$ cat src/rtl/sfl_pkg.sv
package sfl_pkg;
    timeunit 1ns;
    timeprecision 100ps;

    localparam int DET_N  = 7;
    localparam int GPI_N  = 4;
    localparam int GW_N   = GPI_N + 1;
    localparam int MON_N  = DET_N + GW_N;
    localparam int ADDR_W = 8;
    localparam int DATA_W = 8;

    localparam logic [ADDR_W-1:0] ADR_UV    = 8'hD8;
    localparam logic [ADDR_W-1:0] ADR_OV    = 8'hD9;
    localparam logic [ADDR_W-1:0] ADR_DET   = 8'hDA;
    localparam logic [ADDR_W-1:0] ADR_GW    = 8'hDB;
    localparam logic [ADDR_W-1:0] ADR_FLT1  = 8'hDC;
    localparam logic [ADDR_W-1:0] ADR_FLT2  = 8'hDD;
    localparam logic [ADDR_W-1:0] ADR_MSK1  = 8'hE0;
    localparam logic [ADDR_W-1:0] ADR_MSK2  = 8'hE1;

    // Monitored signal vector: detectors in the low bits, then GPIs, then watchdog.
    typedef struct packed {
        logic             wd;
        logic [GPI_N-1:0] gpi;
        logic [DET_N-1:0] det;
    } mon_t;

    function automatic logic [GW_N-1:0] gw_part(input mon_t v);
        return {v.wd, v.gpi};
    endfunction
endpackage

$ cat src/rtl/sfl_change_det.sv
module sfl_change_det
    import sfl_pkg::*;
(
    input  logic             clk,
    input  mon_t             cur,
    input  mon_t             mask,
    output logic [MON_N-1:0] chg
);
    timeunit 1ns;
    timeprecision 100ps;

    mon_t prev_q;

    // Tracks the input also during reset so that release produces no event.
    always_ff @(posedge clk) begin
        prev_q <= cur;
    end

    genvar gi;
    generate
        for (gi = 0; gi < MON_N; gi++) begin : g_bit
            assign chg[gi] = (cur[gi] ^ prev_q[gi]) & ~mask[gi];
        end
    endgenerate
endmodule

$ cat src/rtl/sfl_mask_regs.sv
module sfl_mask_regs
    import sfl_pkg::*;
(
    input  logic              clk,
    input  logic              rst,
    input  logic              wr,
    input  logic [ADDR_W-1:0] addr,
    input  logic [DATA_W-1:0] wdata,
    output mon_t              mask
);
    timeunit 1ns;
    timeprecision 100ps;

    logic [DET_N-1:0] det_m_q;
    logic [GW_N-1:0]  gw_m_q;

    always_ff @(posedge clk) begin
        if (rst) begin
            det_m_q <= '0;
            gw_m_q  <= '0;
        end else if (wr) begin
            if (addr == ADR_MSK1) det_m_q <= wdata[DET_N-1:0];
            if (addr == ADR_MSK2) gw_m_q  <= wdata[GW_N-1:0];
        end
    end

    always_comb begin
        mask     = '0;
        mask.det = det_m_q;
        mask.gpi = gw_m_q[GPI_N-1:0];
        mask.wd  = gw_m_q[GW_N-1];
    end
endmodule

$ cat src/rtl/sfl_latch.sv
module sfl_latch
    import sfl_pkg::*;
(
    input  logic             clk,
    input  logic             rst,
    input  logic             clr,
    input  logic [MON_N-1:0] chg,
    input  logic [DET_N-1:0] det_now,
    input  logic [DET_N-1:0] det_mask,
    output logic             any_q,
    output logic [DET_N-1:0] snap_det_q,
    output logic [GW_N-1:0]  snap_gw_q,
    output logic [MON_N-1:0] pend_q
);
    timeunit 1ns;
    timeprecision 100ps;

    logic [MON_N-1:0] eff;
    assign eff = chg | pend_q;

    always_ff @(posedge clk) begin
        if (rst) begin
            any_q      <= 1'b0;
            snap_det_q <= '0;
            snap_gw_q  <= '0;
            pend_q     <= '0;
        end else if (clr) begin
            any_q      <= 1'b0;
            snap_det_q <= '0;
            snap_gw_q  <= '0;
            pend_q     <= eff;
        end else begin
            pend_q <= '0;
            if (!any_q && (|eff)) begin
                any_q      <= 1'b1;
                snap_det_q <= det_now & ~det_mask;
                snap_gw_q  <= eff[MON_N-1:DET_N];
            end
        end
    end
endmodule

$ cat src/rtl/sfl_read_mux.sv
module sfl_read_mux
    import sfl_pkg::*;
(
    input  logic [ADDR_W-1:0] addr,
    input  logic [DET_N-1:0]  uv,
    input  logic [DET_N-1:0]  ov,
    input  mon_t              live,
    input  logic              any_q,
    input  logic [DET_N-1:0]  snap_det,
    input  logic [GW_N-1:0]   snap_gw,
    input  mon_t              mask,
    output logic [DATA_W-1:0] rdata
);
    timeunit 1ns;
    timeprecision 100ps;

    always_comb begin
        unique case (addr)
            ADR_UV:   rdata = DATA_W'(uv);
            ADR_OV:   rdata = DATA_W'(ov);
            ADR_DET:  rdata = DATA_W'(live.det);
            ADR_GW:   rdata = DATA_W'(gw_part(live));
            ADR_FLT1: rdata = DATA_W'({any_q, snap_det});
            ADR_FLT2: rdata = DATA_W'(snap_gw);
            ADR_MSK1: rdata = DATA_W'(mask.det);
            ADR_MSK2: rdata = DATA_W'(gw_part(mask));
            default:  rdata = '0;
        endcase
    end
endmodule

$ cat src/rtl/sfl_top.sv
module sfl_top
    import sfl_pkg::*;
(
    input  logic              clk,
    input  logic              rst,
    input  logic [DET_N-1:0]  det_lvl,
    input  logic [DET_N-1:0]  uv_lvl,
    input  logic [DET_N-1:0]  ov_lvl,
    input  logic [GPI_N-1:0]  gpi_lvl,
    input  logic              wdog_lvl,
    input  logic [ADDR_W-1:0] reg_addr,
    input  logic              reg_rd,
    input  logic              reg_wr,
    input  logic [DATA_W-1:0] reg_wdata,
    output logic [DATA_W-1:0] reg_rdata,
    output logic              fault_any
);
    timeunit 1ns;
    timeprecision 100ps;

    mon_t             live;
    mon_t             mask;
    logic [MON_N-1:0] chg;
    logic [MON_N-1:0] pend_q;
    logic             any_q;
    logic [DET_N-1:0] snap_det_q;
    logic [GW_N-1:0]  snap_gw_q;
    logic             clr_req;

    always_comb begin
        live.det = det_lvl;
        live.gpi = gpi_lvl;
        live.wd  = wdog_lvl;
    end

    assign clr_req = reg_rd && (reg_addr == ADR_FLT2);

    sfl_change_det u_chg (
        .clk  (clk),
        .cur  (live),
        .mask (mask),
        .chg  (chg)
    );

    sfl_mask_regs u_msk (
        .clk   (clk),
        .rst   (rst),
        .wr    (reg_wr),
        .addr  (reg_addr),
        .wdata (reg_wdata),
        .mask  (mask)
    );

    sfl_latch u_lat (
        .clk        (clk),
        .rst        (rst),
        .clr        (clr_req),
        .chg        (chg),
        .det_now    (det_lvl),
        .det_mask   (mask.det),
        .any_q      (any_q),
        .snap_det_q (snap_det_q),
        .snap_gw_q  (snap_gw_q),
        .pend_q     (pend_q)
    );

    sfl_read_mux u_rd (
        .addr     (reg_addr),
        .uv       (uv_lvl),
        .ov       (ov_lvl),
        .live     (live),
        .any_q    (any_q),
        .snap_det (snap_det_q),
        .snap_gw  (snap_gw_q),
        .mask     (mask),
        .rdata    (reg_rdata)
    );

    assign fault_any = any_q;
endmodule

$ cat config.mk
export PLATFORM = sky130hd
export DESIGN_NAME = sfl_top
export DESIGN_NICKNAME = d
export VERILOG_FILES = /design/src/rtl/sfl_pkg.sv /design/src/rtl/sfl_change_det.sv /design/src/rtl/sfl_mask_regs.sv /design/src/rtl/sfl_latch.sv /design/src/rtl/sfl_read_mux.sv /design/src/rtl/sfl_top.sv
export SDC_FILE = /design/constraint.sdc
export NUM_CORES = 1
export LEC_CHECK = 0
export CORE_ASPECT_RATIO = 2
export CORE_MARGIN = 2
export CORE_UTILIZATION = 45
export DETAILED_ROUTE_END_ITERATION = 12
export GPL_TIMING_DRIVEN = 0
export PLACE_DENSITY = 0.76
export SYNTH_ARGS = -nofsm -noshare
export SYNTH_HDL_FRONTEND = slang
export SYNTH_SLANG_ARGS = --single-unit
$ cat constraint.sdc
create_clock -name clk -period 1.8 [get_ports clk]
set_clock_uncertainty 0.1 [all_clocks]
set_input_delay 0.36 -clock clk [delete_from_list [all_inputs] [get_ports clk]]
set_output_delay 0.36 -clock clk [all_outputs]
set_load 0.02 [all_outputs]
==> results_dict.tcl, run 1 <==
set metrics [dict create \
    status "finished with violations" \
    violations "negative setup slack" \
    critical_path_class "input pin to output port" \
    placement.io_buffers 52 \
    critPathCaptureType "output port" \
    p_leak_nw 1.52 \
    power_density_mw_per_mm2 683 \
    synth_area_mm2 0.00234 \
    syn_to_final_growth_pct 56.5 \
    design_area_mm2 0.00367 \
    drive_gt1_share_pct 38.2 \
    grt.overflow.total 0 \
    n_fill_cell 358 \
    dp_hpwl_mm 4.49 \
    viasPerCell 5.68 \
    ir_worst_vdd_mv 0.664 \
    pin_count 55 \
    syn_inst 238 \
    ant_nets 0 \
    preCtsSetupSlack_ns -1.64 \
    routed_wl_mm 7.37 \
    die_h_um 106 \
    synth_ff_type "dfxtp_1" \
    h-tree-depth 2 \
    fin_crit_sh_pct 120 \
    grt_pass1_wl_mm 10.8 \
    max-cap-violations 0 \
    setup_ws_ns -0.352 \
    dr.first_iter.drc_count 73 \
    path_clk_slew_ns 0.09 \
    post-route-util_pct 72.0 \
    rsz0062_at_grt "yes" \
    dr.pass1.iters 6 \
    yosysSeqAreaShare_pct 41.8 \
    clock-root-buffer "clkbuf_8" \
    fin_nets 370 \
    rows 37 \
    synth_fp_nets 284 \
    fin_hold_ws_ns 0.120 \
    hold_path.class "input pin to register" \
    drt-wirelength-per-cell_um 19.2 \
    post-route-min-period_ns 2.15 \
    report.final.slew_viol_count 0 \
    worstPathRequired_ns 1.34 \
    routabilityCongestion 0.842 \
    gr-usage-all-layers_pct 26.3 \
    grt_max_degree 16 \
    grt_pass1_vias 2228 \
    coreArea_mm2 0.00509 \
    cts_buffers 5 \
    ys_types 43 \
    crit_arrival_ns 1.69 \
    hold_viol 0 \
    worstSkewPairLatency_ns 0.30 \
    dieArea_mm2 0.00584 \
    drc 0 \
    antenna_found_initial 0 \
    setup_viol 8 \
    async_flop_share_pct 0 \
    slew_headroom_pct 63.0 \
    die-width_um 55.0 \
    yosys_warnings 0 \
    clock-sinks 49 \
    cp_max_fo 4 \
    synth-seq-cells 49 \
    cts_tree "built" \
    max_freq_ghz 0.465 \
    start_kind "input pin" \
    start_util_pct 46.0 \
    avgSynthCellArea_um2 9.85 \
    cts_buffer_depth 2 \
    vias 2175 \
    worst_pin_slew_ns 0.555 \
    post_dp_cell_area_mm2 0.00302 \
    synth-edff-count 0 \
    antenna_cells 0 \
]
==> cell usage after synthesis, types with 2 or more instances <==
library cell | count | area share, %
a21oi_1 | 8 | 1.7
a31oi_1 | 4 | 1.1
and2_1 | 3 | 0.80
and3_1 | 2 | 0.53
and3b_1 | 2 | 0.75
buf_2 | 8 | 1.7
buf_4 | 2 | 0.64
clkbuf_1 | 4 | 0.64
dfxtp_1 | 49 | 42
inv_1 | 2 | 0.32
mux2i_1 | 30 | 13
mux4_2 | 4 | 3.8
nand2_1 | 18 | 2.9
nand3_1 | 10 | 2.1
nand3b_1 | 7 | 2.2
nand4_1 | 2 | 0.53
nor2_1 | 24 | 3.8
nor2b_1 | 9 | 2.4
nor3_1 | 4 | 0.85
nor4_4 | 2 | 1.8
o21ai_0 | 2 | 0.43
o21bai_1 | 7 | 2.2
o2bb2ai_1 | 2 | 0.75
o31ai_1 | 5 | 1.6
xnor2_1 | 9 | 3.4
xor2_1 | 2 | 0.75
==> state kept, by name (all words and copies together), names as in the netlist <==
| register | cells |
|---|---|
| u_msk.det_m_q | 7 |
| u_lat.snap_gw_q | 5 |
| u_lat.any_q | 1 |
| u_chg.prev_q | 12 |
| u_lat.pend_q | 12 |
| u_lat.snap_det_q | 7 |
| u_msk.gw_m_q | 5 |
==> kinds of logic after synthesis <==
family                    count (synthesis)  synth area share [%]
DFF                                      49                  41.8
buffers and inverters                    17                  3.79
xor gates and xnor gates                 12                  4.80
and+or+nand+nor                          90                  21.7
AOI/OAI and AO/OA                        35                  10.7
muxes                                    35                  17.1
==> per-layer routing <==
| layer | vias up | global-route usage (%) | wire length [um] |
|---|---|---|---|
| met1 | 1033 | 27.4 | 2620 |
| li1 | 1022 | - | - |
| met3 | 30 | 4.49 | 402 |
| met5 | - | 0 | 0 |
| met2 | 90 | 44.9 | 3950 |
| met4 | 0 | 17.2 | 390 |
==> area by class of cell <==
| class | count | area [um^2] | area share, % |
|---|---|---|---|
| Inverter | 2 | 7.51 | 0.205 |
| Tap cell | 58 | 72.6 | 1.98 |
| Sequential cell | 49 | 982 | 26.8 |
| Multi-Input combinational cell | 172 | 1590 | 43.3 |
| Clock inverter | 3 | 65.1 | 1.77 |
| Clock buffer | 5 | 68.8 | 1.88 |
| Timing Repair Buffer | 80 | 749 | 20.4 |
| Buffer | 14 | 135 | 3.68 |
==> worst max-delay path, stage by stage <==
cell	delay, ns
buf_8	0.10
and3b_2	0.22
buf_6	0.13
and2_4	0.17
a22o_1	0.25
o31ai_2	0.22
o22ai_2	0.11
buf_6	0.14
==> power by group <==
group | internal, mW | leakage (nW) | switching, mW
clock network | 0.552 | 0.0681 | 0.364
logic | 0.232 | 1.05 | 0.216
registers | 1.12 | 0.402 | 0.0231
==> cells in the final DEF, fill, tap and decap left out, types with 4 or more instances in the layout <==
cell / count
dlygate4sd2_1: 9
xnor2_1: 6
clkbuf_8: 6
xnor2_2: 4
nand3_1: 6
nand2_1: 16
buf_4: 26
dfxtp_1: 48
mux4_2: 4
nor2_1: 24
clkdlybuf4s50_1: 16
nand3b_1: 7
o21bai_2: 5
buf_6: 19
mux2i_1: 30
buf_2: 5
nor2b_1: 9
o31ai_2: 4
==> final timing paths <==
check                                         start             endpoint  slack [ns]  depth (start not counted)
worst max-delay path                    reg_addr[3]         reg_rdata[4]       -0.35                          8
worst min-delay path                     det_lvl[1]      u_chg.prev_q[1]        0.12                          1
worst max register to register      u_chg.prev_q[6]   u_lat.snap_gw_q[1]        0.04                          6
worst min register to register  u_lat.snap_det_q[0]  u_lat.snap_det_q[0]        0.36                          2
==> what timing repair did <==
action,CTS,global route
endpoints found under the setup margin,46,20
buffers inserted,17,10
resized for setup,142,42
cloned,3,0
pin swaps,23,17
hold buffers,0,0
==> metrics by stage <==
stage / power [mW] / setup TNS (ns) / cells
floorplan: 1.35 / -0.416 / 238
global placement: 1.51 / -30.79 / 348
detailed placement: 1.52 / -31.34 / 348
CTS: 2.46 / -1.53 / 374
global route: 2.59 / -2.27 / 383
finish: 2.51 / -1.90 / 383
Note: power is estimated with default switching activity, not from simulation.
==> run 2: changes to the inputs <==
--- a/config.mk
+++ b/config.mk
@@ -7,10 +7,9 @@
 export LEC_CHECK = 0
 export CORE_ASPECT_RATIO = 2
 export CORE_MARGIN = 2
-export CORE_UTILIZATION = 45
+export CORE_UTILIZATION = 30
 export DETAILED_ROUTE_END_ITERATION = 12
 export GPL_TIMING_DRIVEN = 0
-export PLACE_DENSITY = 0.76
 export SYNTH_ARGS = -nofsm -noshare
 export SYNTH_HDL_FRONTEND = slang
 export SYNTH_SLANG_ARGS = --single-unit
==> constraint.sdc (replaced) <==
create_clock -name clk -period 2.6 [get_ports clk]
set_clock_uncertainty 0.1 [all_clocks]
set_input_delay 0.52 -clock clk [delete_from_list [all_inputs] [get_ports clk]]
set_output_delay 0.52 -clock clk [all_outputs]
set_load 0.02 [all_outputs]
==> run 2 against run 1 <==
Net effect: the flow now finishes without violations; register-to-register slack better by 0.82 ns; critical path depth unchanged; sequential power down 31%; worst hold slack gained 0.23 ns; die area grew 47%; combinational power fell by 42%; final cell count is 4.7% higher; design area fell by 9.0%; utilization decreased by 28 points; largest power group unchanged; critical endpoint unchanged; flip-flop and latch count is the same; setup slack better by 0.41 ns.
==> results_dict.tcl, run 2 (synthesized netlist as in run 1, its figures left out) <==
set metrics [dict create \
    dr.first_iter.drc_count 130 \
    viasPerCell 5.08 \
    antenna_found_initial 0 \
    start_util_pct 30.8 \
    start_kind "input pin" \
    internal_power_mw 1.39 \
    reg.largest.list "u_chg.prev_q (12), u_lat.pend_q (12)" \
    dr.pass1.iters 4 \
    drt-wirelength-per-cell_um 17.0 \
    cp_max_fo 7 \
    r2r_cells 6 \
    gr-usage-all-layers_pct 17.1 \
    setup_ws_ns 0.0556 \
    placement.io_buffers 52 \
    cts_tree "built" \
    antenna_cells 0 \
    setup_viol 0 \
    h-tree-depth 2 \
    coreArea_mm2 0.00760 \
    dieArea_mm2 0.00858 \
    routabilityCongestion 0.785 \
    worstSkewPairLatency_ns 0.29 \
    rsz0062_at_grt "no" \
    die-width_um 66.5 \
    cts_buffers 5 \
    critical_path_class "input pin to output port" \
    drc 0 \
    cts_buffer_depth 2 \
    die_h_um 129 \
    report.final.slew_viol_count 0 \
    post-route-min-period_ns 2.54 \
    fin_crit_sh_pct 97.9 \
    preCtsSetupSlack_ns -1.00 \
    post-route-util_pct 43.9 \
    fin_nets 352 \
    crit_arrival_ns 1.92 \
    holdPathStages 1 \
    clock-root-buffer "clkbuf_16" \
    worst_pin_slew_ns 0.552 \
    pin_count 55 \
    dp_cells 384 \
    fin_hold_ws_ns 0.348 \
    hold_path.class "input pin to register" \
    drive_gt1_share_pct 21.5 \
    slew_headroom_pct 63.2 \
    dp_hpwl_mm 4.88 \
    max-cap-violations 0 \
    clockPowerShare_pct 41.9 \
    rows 45 \
    path_clk_slew_ns 0.06 \
    combPwrFrac_pct 14.5 \
    clock-sinks 49 \
    p_sw_share_pct 22.9 \
    p_sw_mw 0.413 \
    cts_hold_buf 0 \
    max_freq_ghz 0.393 \
    critPathCaptureType "output port" \
    routed_wl_mm 6.82 \
    ir_worst_vdd_mv 0.516 \
    pwr-share-seq_pct 43.6 \
    layout_common_cells "dfxtp_1 (49), clkdlybuf4s50_1 (35), mux2i_1 (30)" \
    grt_pass1_vias 2084 \
    vias 2036 \
    grt.overflow.total 0 \
    grt_max_degree 16 \
    final_common_cell "dfxtp_1" \
    hold_viol 0 \
    grt_pass1_wl_mm 10.6 \
    syn_to_final_growth_pct 42.4 \
    power_density_mw_per_mm2 541 \
    instances_no_fill 401 \
    p_leak_nw 1.32 \
    status "completed" \
    p_total_mw 1.81 \
    worstPathRequired_ns 1.98 \
    ant_nets 0 \
]
==> run 2: changes by cell type in the layout (fill, tap and decap cells not counted), sizes merged <==
cell	delta
clkdlybuf4s15	-4
dlygate4sd2	-6
clkinvlp	+1
clkdlybuf4s50	+19
clkinv	-1
buf	-27
and3b	+1
bufinv	-1
==> run 2: layout make-up <==
| cell class | instances | area [um^2] |
|---|---|---|
| inverters | 2 | 7.51 |
| repair buffers | 62 | 596 |
| clock inverters | 2 | 37.5 |
| well taps | 94 | 118 |
| flip-flops and latches | 49 | 981 |
| fillers | 775 | 4260 |
| multi-input cells | 173 | 1350 |
| clock buffers | 6 | 139 |
| plain buffers | 13 | 108 |
==> run 2: critical path, stage by stage <==
cell and delay [ns]:
clkdlybuf4s15_2 0.20, and3b_2 0.21, buf_6 0.13, and2_4 0.18, a22o_1 0.22, o31ai_2 0.20, o22ai_1 0.10, buf_4 0.16
==> run 2: path summary, 6_finish.rpt <==
check / from / to / slack (ns)
setup reg to reg: u_chg.prev_q[8] / u_lat.snap_det_q[6] / 0.86
hold / removal: gpi_lvl[3] / u_chg.prev_q[10] / 0.35
setup / recovery: reg_addr[4] / reg_rdata[4] / 0.06
hold reg to reg: u_lat.snap_gw_q[1] / u_lat.snap_gw_q[1] / 0.36
==> run 2: per-layer routing <==
metal	share of wire (%)	track usage [%]
met1	37	17.5
met2	54	31.5
met3	5.2	3.65
met4	4.2	8.76
met5	0	0
==> run 2: power groups by stage <==
stage               clock, mW  combinational, mW  sequential (mW)
floorplan                   0              0.128            0.802
global placement            0              0.242            0.803
detailed placement          0              0.244            0.804
CTS                     0.773              0.260            0.787
global route            0.801              0.283            0.789
finish                  0.756              0.262            0.787
==> run 2: per-stage QoR <==
stage / area [um^2] / setup TNS [ns]
after floorplan: 2340 / 0
after global placement: 2980 / -6.93
after detailed placement: 2980 / -6.88
after CTS: 3290 / 0
after global routing: 3340 / 0
final: 3340 / 0
==> run 2: what timing repair did <==
| action | in CTS | in global routing |
|---|---|---|
| cloned | 2 | 0 |
| buffers inserted | 6 | 3 |
| pin swaps | 6 | 2 |
| resized for setup | 70 | 12 |
| endpoints found under the setup margin | 8 | 6 |
